$ cat config.mk
export PLATFORM = sky130hd
export DESIGN_NAME = clamp_pulse_gen
export DESIGN_NICKNAME = d
export VERILOG_FILES = /design/src/rtl/clamp_pkg.sv /design/src/rtl/clamp_sync.sv /design/src/rtl/clamp_trail_det.sv /design/src/rtl/clamp_window_timer.sv /design/src/rtl/clamp_pulse_gen.sv
export SDC_FILE = /design/constraint.sdc
export NUM_CORES = 1
export LEC_CHECK = 0
export BUFFER_PORTS_ARGS = -buffer_cell sky130_fd_sc_hd__buf_2
export CAP_MARGIN = 20
export CORE_AREA = 2 2 48 50
export CTS_CLUSTER_SIZE = 25
export DETAILED_ROUTE_END_ITERATION = 7
export DIE_AREA = 0 0 50 52
export PLACE_DENSITY = 0.76
export SYNTH_ARGS = -nofsm -noshare
export SYNTH_HDL_FRONTEND = slang
export SYNTH_SLANG_ARGS = --single-unit
export TNS_END_PERCENT = 1
$ cat constraint.sdc
create_clock -name clk -period 2.8 [get_ports clk]
set_clock_uncertainty 0.2 [all_clocks]
set_input_delay 0.56 -clock clk [delete_from_list [all_inputs] [get_ports clk]]
set_output_delay 0.56 -clock clk [all_outputs]
set_load 0.005 [all_outputs]
$ cat src/rtl/clamp_pkg.sv
package clamp_pkg;
  localparam int unsigned CLP_CNT_W = 8;

  typedef enum logic [1:0] {
    TMR_IDLE   = 2'd0,
    TMR_DELAY  = 2'd1,
    TMR_ACTIVE = 2'd2
  } tmr_state_e;

  // Reset values the surrounding register bank should give the fields
  localparam logic [CLP_CNT_W-1:0] CLP_DEF_PLACE   = 8'd8;
  localparam logic [CLP_CNT_W-1:0] CLP_DEF_DUR     = 8'd20;
  localparam logic                 CLP_DEF_EXT_POL = 1'b1;
endpackage

$ cat src/rtl/clamp_sync.sv
module clamp_sync #(
  parameter int unsigned STAGES  = 2,
  parameter logic        RST_VAL = 1'b0
) (
  input  logic clk,
  input  logic rst_n,
  input  logic async_i,
  output logic sync_o
);
  logic [STAGES-1:0] chain_q;

  generate
    for (genvar s = 0; s < STAGES; s++) begin : g_stage
      if (s == 0) begin : g_first
        always_ff @(posedge clk or negedge rst_n) begin
          if (!rst_n) chain_q[0] <= RST_VAL;
          else        chain_q[0] <= async_i;
        end
      end else begin : g_next
        always_ff @(posedge clk or negedge rst_n) begin
          if (!rst_n) chain_q[s] <= RST_VAL;
          else        chain_q[s] <= chain_q[s-1];
        end
      end
    end
  endgenerate

  assign sync_o = chain_q[STAGES-1];
endmodule

$ cat src/rtl/clamp_trail_det.sv
module clamp_trail_det (
  input  logic clk,
  input  logic rst_n,
  input  logic level_i,
  output logic trail_o
);
  logic level_q;

  always_ff @(posedge clk or negedge rst_n) begin
    if (!rst_n) level_q <= 1'b0;
    else        level_q <= level_i;
  end

  // High during the cycle whose closing edge first samples the level low
  assign trail_o = level_q & ~level_i;
endmodule

$ cat src/rtl/clamp_window_timer.sv
module clamp_window_timer
  import clamp_pkg::*;
#(
  parameter int unsigned CNT_W = CLP_CNT_W
) (
  input  logic             clk,
  input  logic             rst_n,
  input  logic             start_i,
  input  logic [CNT_W-1:0] place_i,
  input  logic [CNT_W-1:0] dur_i,
  output logic             active_o
);
  localparam logic [CNT_W-1:0] CNT_ZERO = '0;
  localparam logic [CNT_W-1:0] CNT_ONE  = {{(CNT_W-1){1'b0}}, 1'b1};

  tmr_state_e       state_q;
  logic [CNT_W-1:0] cnt_q;

  always_ff @(posedge clk or negedge rst_n) begin
    if (!rst_n) begin
      state_q <= TMR_IDLE;
      cnt_q   <= CNT_ZERO;
    end else if (start_i) begin
      if (dur_i == CNT_ZERO) begin
        state_q <= TMR_IDLE;
        cnt_q   <= CNT_ZERO;
      end else begin
        state_q <= TMR_DELAY;
        cnt_q   <= place_i;
      end
    end else begin
      case (state_q)
        TMR_DELAY: begin
          if (cnt_q == CNT_ZERO) begin
            state_q <= TMR_ACTIVE;
            cnt_q   <= dur_i - CNT_ONE;
          end else begin
            cnt_q <= cnt_q - CNT_ONE;
          end
        end
        TMR_ACTIVE: begin
          if (cnt_q == CNT_ZERO) state_q <= TMR_IDLE;
          else                   cnt_q   <= cnt_q - CNT_ONE;
        end
        default: begin
          state_q <= TMR_IDLE;
          cnt_q   <= CNT_ZERO;
        end
      endcase
    end
  end

  assign active_o = (state_q == TMR_ACTIVE);

  // Checker: length of the current active run
  logic [CNT_W:0] run_len_q;
  always_ff @(posedge clk or negedge rst_n) begin
    if (!rst_n)        run_len_q <= '0;
    else if (active_o) run_len_q <= run_len_q + 1'b1;
    else               run_len_q <= '0;
  end

  AST_PULSE_LEN: assert property (@(posedge clk) disable iff (!rst_n)
    active_o |-> (run_len_q < {1'b0, dur_i}));
  AST_RISE_AFTER_DELAY: assert property (@(posedge clk) disable iff (!rst_n)
    $rose(active_o) |-> ($past(state_q) == TMR_DELAY));
  AST_ZERO_DUR_IDLE: assert property (@(posedge clk) disable iff (!rst_n)
    (start_i && dur_i == CNT_ZERO) |=> (state_q == TMR_IDLE));
  AST_RESTART_DROP: assert property (@(posedge clk) disable iff (!rst_n)
    start_i |=> !active_o);
endmodule

$ cat src/rtl/clamp_pulse_gen.sv
module clamp_pulse_gen
  import clamp_pkg::*;
#(
  parameter int unsigned CNT_W       = CLP_CNT_W,
  parameter int unsigned SYNC_STAGES = 2
) (
  input  logic             clk,
  input  logic             rst_n,
  input  logic             hsync_i,
  input  logic             clamp_ext_i,
  input  logic [CNT_W-1:0] place_i,
  input  logic [CNT_W-1:0] dur_i,
  input  logic             src_sel_i,
  input  logic             ext_pol_i,
  output logic             clamp_o
);
  logic trail;
  logic timed_active;
  logic ext_sync;
  logic ext_active;

  clamp_trail_det u_trail (
    .clk     (clk),
    .rst_n   (rst_n),
    .level_i (hsync_i),
    .trail_o (trail)
  );

  clamp_window_timer #(.CNT_W(CNT_W)) u_timer (
    .clk      (clk),
    .rst_n    (rst_n),
    .start_i  (trail),
    .place_i  (place_i),
    .dur_i    (dur_i),
    .active_o (timed_active)
  );

  clamp_sync #(.STAGES(SYNC_STAGES), .RST_VAL(1'b0)) u_ext_sync (
    .clk     (clk),
    .rst_n   (rst_n),
    .async_i (clamp_ext_i),
    .sync_o  (ext_sync)
  );

  assign ext_active = ext_sync ^ ext_pol_i;
  assign clamp_o    = src_sel_i ? ext_active : timed_active;

  // Checker: cycles since reset, saturating
  logic [1:0] age_q;
  always_ff @(posedge clk or negedge rst_n) begin
    if (!rst_n)             age_q <= 2'd0;
    else if (age_q != 2'd3) age_q <= age_q + 2'd1;
  end

  AST_EXT_LATENCY: assert property (@(posedge clk) disable iff (!rst_n)
    (age_q == 2'd3 && src_sel_i) |-> (clamp_o == ($past(clamp_ext_i, 2) ^ ext_pol_i)));
endmodule

=== Word-level counts from Yosys, hierarchy flattened ===
Index checks and enable logic that the tools add are counted.

* Word-level logic and storage cells: 29
* Input bits: 22
* Bits in registers: 13

* $add $sub $neg: 2
* Reductions and logical operators: 3
* Bitwise logic cells: 3
* Equal/unequal tests: 5
* Muxes and demuxes: 11

{| class="wikitable"
|+ Operator list
! cell !! number
|-
| two-way mux 8 bit || 4
|-
| logical NOT 8 bit || 2
|-
| case mux 8 bit (2 select lines) || 1
|-
| subtractor 8 x 1 -> 8 bit (second input constant) || 2
|-
| two-way mux 2 bit || 3
|-
| inequality test 3 x 2 -> 1 bit (second input constant) || 2
|-
| case mux 2 bit (2 select lines) || 1
|-
| inequality test 3 bit (second input constant) || 1
|-
| == test 2 x 1 -> 1 bit (second input constant) || 1
|-
| == test 2 bit (second input constant) || 1
|-
| two-way mux 1 bit || 2
|-
| AND reduction 2 bit || 1
|-
| AND 1 bit || 1
|-
| NOT 1 bit || 1
|-
| XOR 1 bit || 1
|}

=== Depth between registers and ports, before layout ===
* Word-level depth: 4
* Gate-level depth with buffers: 8
* Depth with buffers taken out: 7

=== By module ===
From an unflattened synthesis, not the netlist that was laid out.

* Cells, all modules: 129
* Area, all modules: 1123.6 sq um

{| class="wikitable"
|+ By module, submodules not included
! module !! times used !! area each (sq um) !! cells an instance
|-
| clamp_window_timer || 1 || 1017.2 || 122
|-
| clamp_sync || 1 || 50.0 || 2
|-
| clamp_trail_det || 1 || 38.8 || 2
|-
| clamp_pulse_gen || 1 || 17.5 || 3
|}

=== Worst setup path after synthesis ===
OpenSTA, ideal clock, no wires.

* Path kind: flip-flop to flip-flop
* Start: register u_timer.cnt_q[0]
* End: register u_timer.cnt_q[3]
* Clock period less this slack: 2.029 ns
* Stages on the path, launching flop included: 8
* Path slack: 0.771 ns
* Library setup time: 0.073 ns
* Arrival time: 1.756 ns
* Path buffers: 0
* Cell sequence: dfrtp_1 -> inv_1 -> ha_1 -> or3b_4 -> nor3_4 -> nand3_1 -> a211o_1 -> a21oi_2

* Longest elaborated chain between the ends: 4
* Elaborated cells on any way between the ends: 7
* Classes of those cells: 1 x add/sub; 1 x eq/ne; 4 x mux; 1 x reduce/logical

{| class="wikitable"
|+ RTL lines
! item !! RTL line !! text
|-
| start, declared || clamp_window_timer.sv:17 || <nowiki>logic [CNT_W-1:0] cnt_q;</nowiki>
|-
| start signal, assigned || clamp_window_timer.sv:29 || <nowiki>cnt_q <= place_i;</nowiki>
|-
| start signal, assigned || clamp_window_timer.sv:36 || <nowiki>cnt_q <= dur_i - CNT_ONE;</nowiki>
|-
| start signal, assigned || clamp_window_timer.sv:38 || <nowiki>cnt_q <= cnt_q - CNT_ONE;</nowiki>
|-
| subtractor 8 x 1 -> 8 bit or logical NOT 8 bit (tied branches) || - ||
|-
| two-way mux 8 bit, on equally long branches || clamp_window_timer.sv:42, clamp_window_timer.sv:34 ||
|-
| case mux 8 bit (2 select lines) || clamp_window_timer.sv:32 || <nowiki>case (state_q)</nowiki>
|-
| two-way mux 8 bit || clamp_window_timer.sv:23 || <nowiki>end else if (start_i) begin</nowiki>
|}

Parallel ways exist; a longest one is shown, timed or not. The select of a mux whose other input is x is not followed.
A chain may end at the register's enable or synchronous reset.

=== Worst setup path in the final report ===
* Start: register u_timer.state_q[0]
* End: output clamp_o

* Longest elaborated chain between the ends: 2

{| class="wikitable"
|+ RTL lines
! item !! RTL line !! text
|-
| start, declared || clamp_window_timer.sv:16 || <nowiki>tmr_state_e state_q;</nowiki>
|-
| start signal, assigned || clamp_window_timer.sv:21 || <nowiki>state_q <= TMR_IDLE;</nowiki>
|-
| start signal, assigned || clamp_window_timer.sv:25 || <nowiki>state_q <= TMR_IDLE;</nowiki>
|-
| start signal, assigned || clamp_window_timer.sv:28 || <nowiki>state_q <= TMR_DELAY;</nowiki>
|-
| == test 2 bit || clamp_window_timer.sv:53 || <nowiki>assign active_o = (state_q == TMR_ACTIVE);</nowiki>
|-
| two-way mux 1 bit || clamp_pulse_gen.sv:46 || <nowiki>assign clamp_o = src_sel_i ? ext_active : timed_active;</nowiki>
|-
| end, declared || clamp_pulse_gen.sv:15 || <nowiki>output logic clamp_o</nowiki>
|}

Every way passes these cells.

==> impl_metrics.ini <==
[route]
drc = 0
routedWlPerCell_um = 15.2
wirelength_mm = 2.47
route.vias.total = 984
drt_first_iter_violations = 61
vias_per_cell = 6.04
drt_pass1_iterations = 4
postRouteAntennaNets = 0

[global_routing]
grt_use_met2_pct = 37.9
grt_pass1_vias = 958
grtUsageTotal_pct = 22.1
grt_overflow = 0
grt_pass1_wl_mm = 4.26
gr-usage-met1_pct = 24.1
met3_usage_pct = 5.75
antenna_found_initial = 0
grt_most_used_layer = met2
grt_start_max_net_pins = 14

[flow_run]
maxCapViolCount = 0

[setup_path]
critical_path.startpoint_type = flip-flop
worstPathMaxFanout = 12
path_class = reg2out
cp_slowest_stage_delay_ps = 410
worst_path_max_delay_cell = ha_1
critPathArrivalTime_ps = 1500
critical_path_required_ps = 2040
critical_path.endpoint_type = primary output
crit_path_cell_trace = inv_1, ha_1, nor2_1, a21oi_1, buf_2

[timing]
final-hold-violation-count = 0
setup_repair_after_global_routing_missed_its_margin = no
post-route-period-util_pct = 80.6
max-slew-margin-rel_pct = 50.9
final-setup-viol-count = 0
drv_slew = 0
maxClockFrequency_mhz = 443
slew_at_the_pin_closest_to_its_max_slew_limit_ps = 732
min_period_ps = 2260
setup_ws_ps = 544
fin_tns_setup_ps = 0

[synthesis]
syn_area_per_cell_um2 = 9.01
syn-num-nets = 135
dominantRegCellSynth = dfrtp_1
post_synth_num_cell_types = 39
synthesis.yosys.warnings = 0
synth_cells = 108
synth-edff-count = 0
async_reset_ff_share_pct = 100
number_of_storage_elements_in_the_synthesis_netlist = 13
yosysSeqAreaShare_pct = 33.4
mappedNetlistArea_um2 = 973

[power_and_ir_drop]
vdd_drop_max_uv = 367
power_density_nw_per_um2 = 495
power_leakage_uw = 0.000517

[layout]
finish.net_count = 163
instances_no_fill = 163
fillerInstances = 200
mostFrequentLayoutCells = buf_2 (22), dfrtp_1 (13), inv_1 (10), a21oi_1 (9), nor2_1 (7)
areaGrowthSynthToFinish_pct = 19.0
n_antenna_cell = 0
finish.instance_area_um2 = 1160
drive_gt1_share_pct = 25.2
fin_util_pct = 55.0
most_frequent_standard_cell_in_the_layout_excluding_fill_and_tap_cells = buf_2

[cts]
max-clock-path-buffers = 2
cts_inserted_buffers = 3
cts_post_setup_buffers_inserted = 0
cts_num_sinks = 13
cts-root-buf = clkbuf_4
clkTransAtPathRegs_ps = 80
cts-htree-levels = 1
clock_tree_from_tritoncts = done
worstSkewPairLatency_ps = 290

[die]
core_um2 = 2110
die_height_um = 52
die_area_um2 = 2600
num_io_pins = 23
fp-row-count = 17
starting_utilization_of_the_core_area_pct = 46.2
die_width_um = 50

[placement]
dpl_worst_slack_ps = 587
place.detailed.hpwl_mm = 1.88
placed_area_um2 = 1120
io_buffers = 22
gpl.final_weighted_congestion = 0.888
dp.cells = 158

[min_path]
hp-class = reg2reg

[outcome]
outcome = completed
==> logic make-up (layout without fill, tap and decap cells) <==
group / count (synthesis) / after routing / share of synthesized area (%)
muxes: 3 / 3 / 3.08
and+or+nand+nor: 38 / 38 / 24.4
buffers and inverters: 11 / 38 / 4.24
xor gates and xnor gates: 6 / 6 / 5.40
DFF: 13 / 13 / 33.4
adders and majority gates: 5 / 5 / 6.43
AOI/OAI and AO/OA: 32 / 32 / 23.0
==> state kept, by name, summed over array words and instances (netlist names) <==
| name | count |
|---|---|
| u_ext_sync.sync_o | 1 |
| u_timer.state_q | 2 |
| u_trail.level_q | 1 |
| u_timer.cnt_q | 8 |
| u_ext_sync.chain_q | 1 |
==> critical path, delay by kind of cell (launching register included) <==
| family | cells | cell delay (ps) |
|---|---|---|
| AO/OA/AOI/OAI | 1 | 120 |
| buffers and inverters | 2 | 210 |
| flip-flops | 1 | 390 |
| adder cells (fa/ha/maj) | 1 | 410 |
| AND/OR/NAND/NOR | 1 | 90 |
==> worst paths after layout <==
kind | from | endpoint | slack [ps] | cells after the start
max in group asynchronous | rst_n | u_timer.state_q[0] | 1690 | 2
max | u_timer.state_q[0] | clamp_o | 540 | 5
min reg2reg | u_ext_sync.chain_q[0] | u_ext_sync.sync_o | 150 | 0
min in group asynchronous | rst_n | u_timer.cnt_q[5] | 480 | 2
min | u_ext_sync.chain_q[0] | u_ext_sync.sync_o | 150 | 0
max reg2reg | u_timer.cnt_q[0] | u_timer.cnt_q[5] | 580 | 7
==> per-stage QoR <==
stage                     total power, µW  hold WS, ps
final                                 574          149
after global routing                  615          154
after CTS                             573          155
after detailed placement              453          137
after global placement                447          132
after floorplan                       388         64.4
==> synth_stat cells (3+ instances only) <==
| cell type | count | area share [%] |
|---|---|---|
| a21oi_1 | 9 | 4.6 |
| a22o_1 | 3 | 2.7 |
| dfrtp_1 | 13 | 33 |
| ha_1 | 5 | 6.4 |
| inv_1 | 10 | 3.9 |
| mux2i_1 | 3 | 3.1 |
| nand2_1 | 5 | 1.9 |
| nand2b_1 | 3 | 1.9 |
| nor2_1 | 7 | 2.7 |
| nor3_1 | 6 | 3.1 |
| o31ai_1 | 5 | 3.9 |
| xnor2_1 | 4 | 3.6 |
==> power breakdown <==
part	total [µW]	leakage [µW]	switching (µW)	internal (µW)
clock network	120	0.0000150	64.3	55.5
registers	225	0.000168	20.5	205
logic	229	0.000334	128	101
total	574	0.000517	212	361
==> routing by layer <==
layer	wire length, µm	vias to the layer above
li1	-	462
met1	959	455
met2	1220	57
met3	213	10
met4	78	0
met5	0	-
==> cell type report <==
type / instances / area, µm² / share of cell area [%]
multi-input cells: 84 / 607 / 52.4
flip-flops and latches: 13 / 325 / 28.1
repair buffers: 24 / 128 / 11.0
inverters: 10 / 37.5 / 3.24
well taps: 28 / 35.0 / 3.02
clock buffers: 4 / 26.3 / 2.27
==> timing repair <==
item | 4_1_cts | 5_1_grt
hold buffers | 1 | 0
gates resized for setup | 0 | 0
endpoints found under the hold margin | 13 | 0
Power figures use the tool's default switching activity.
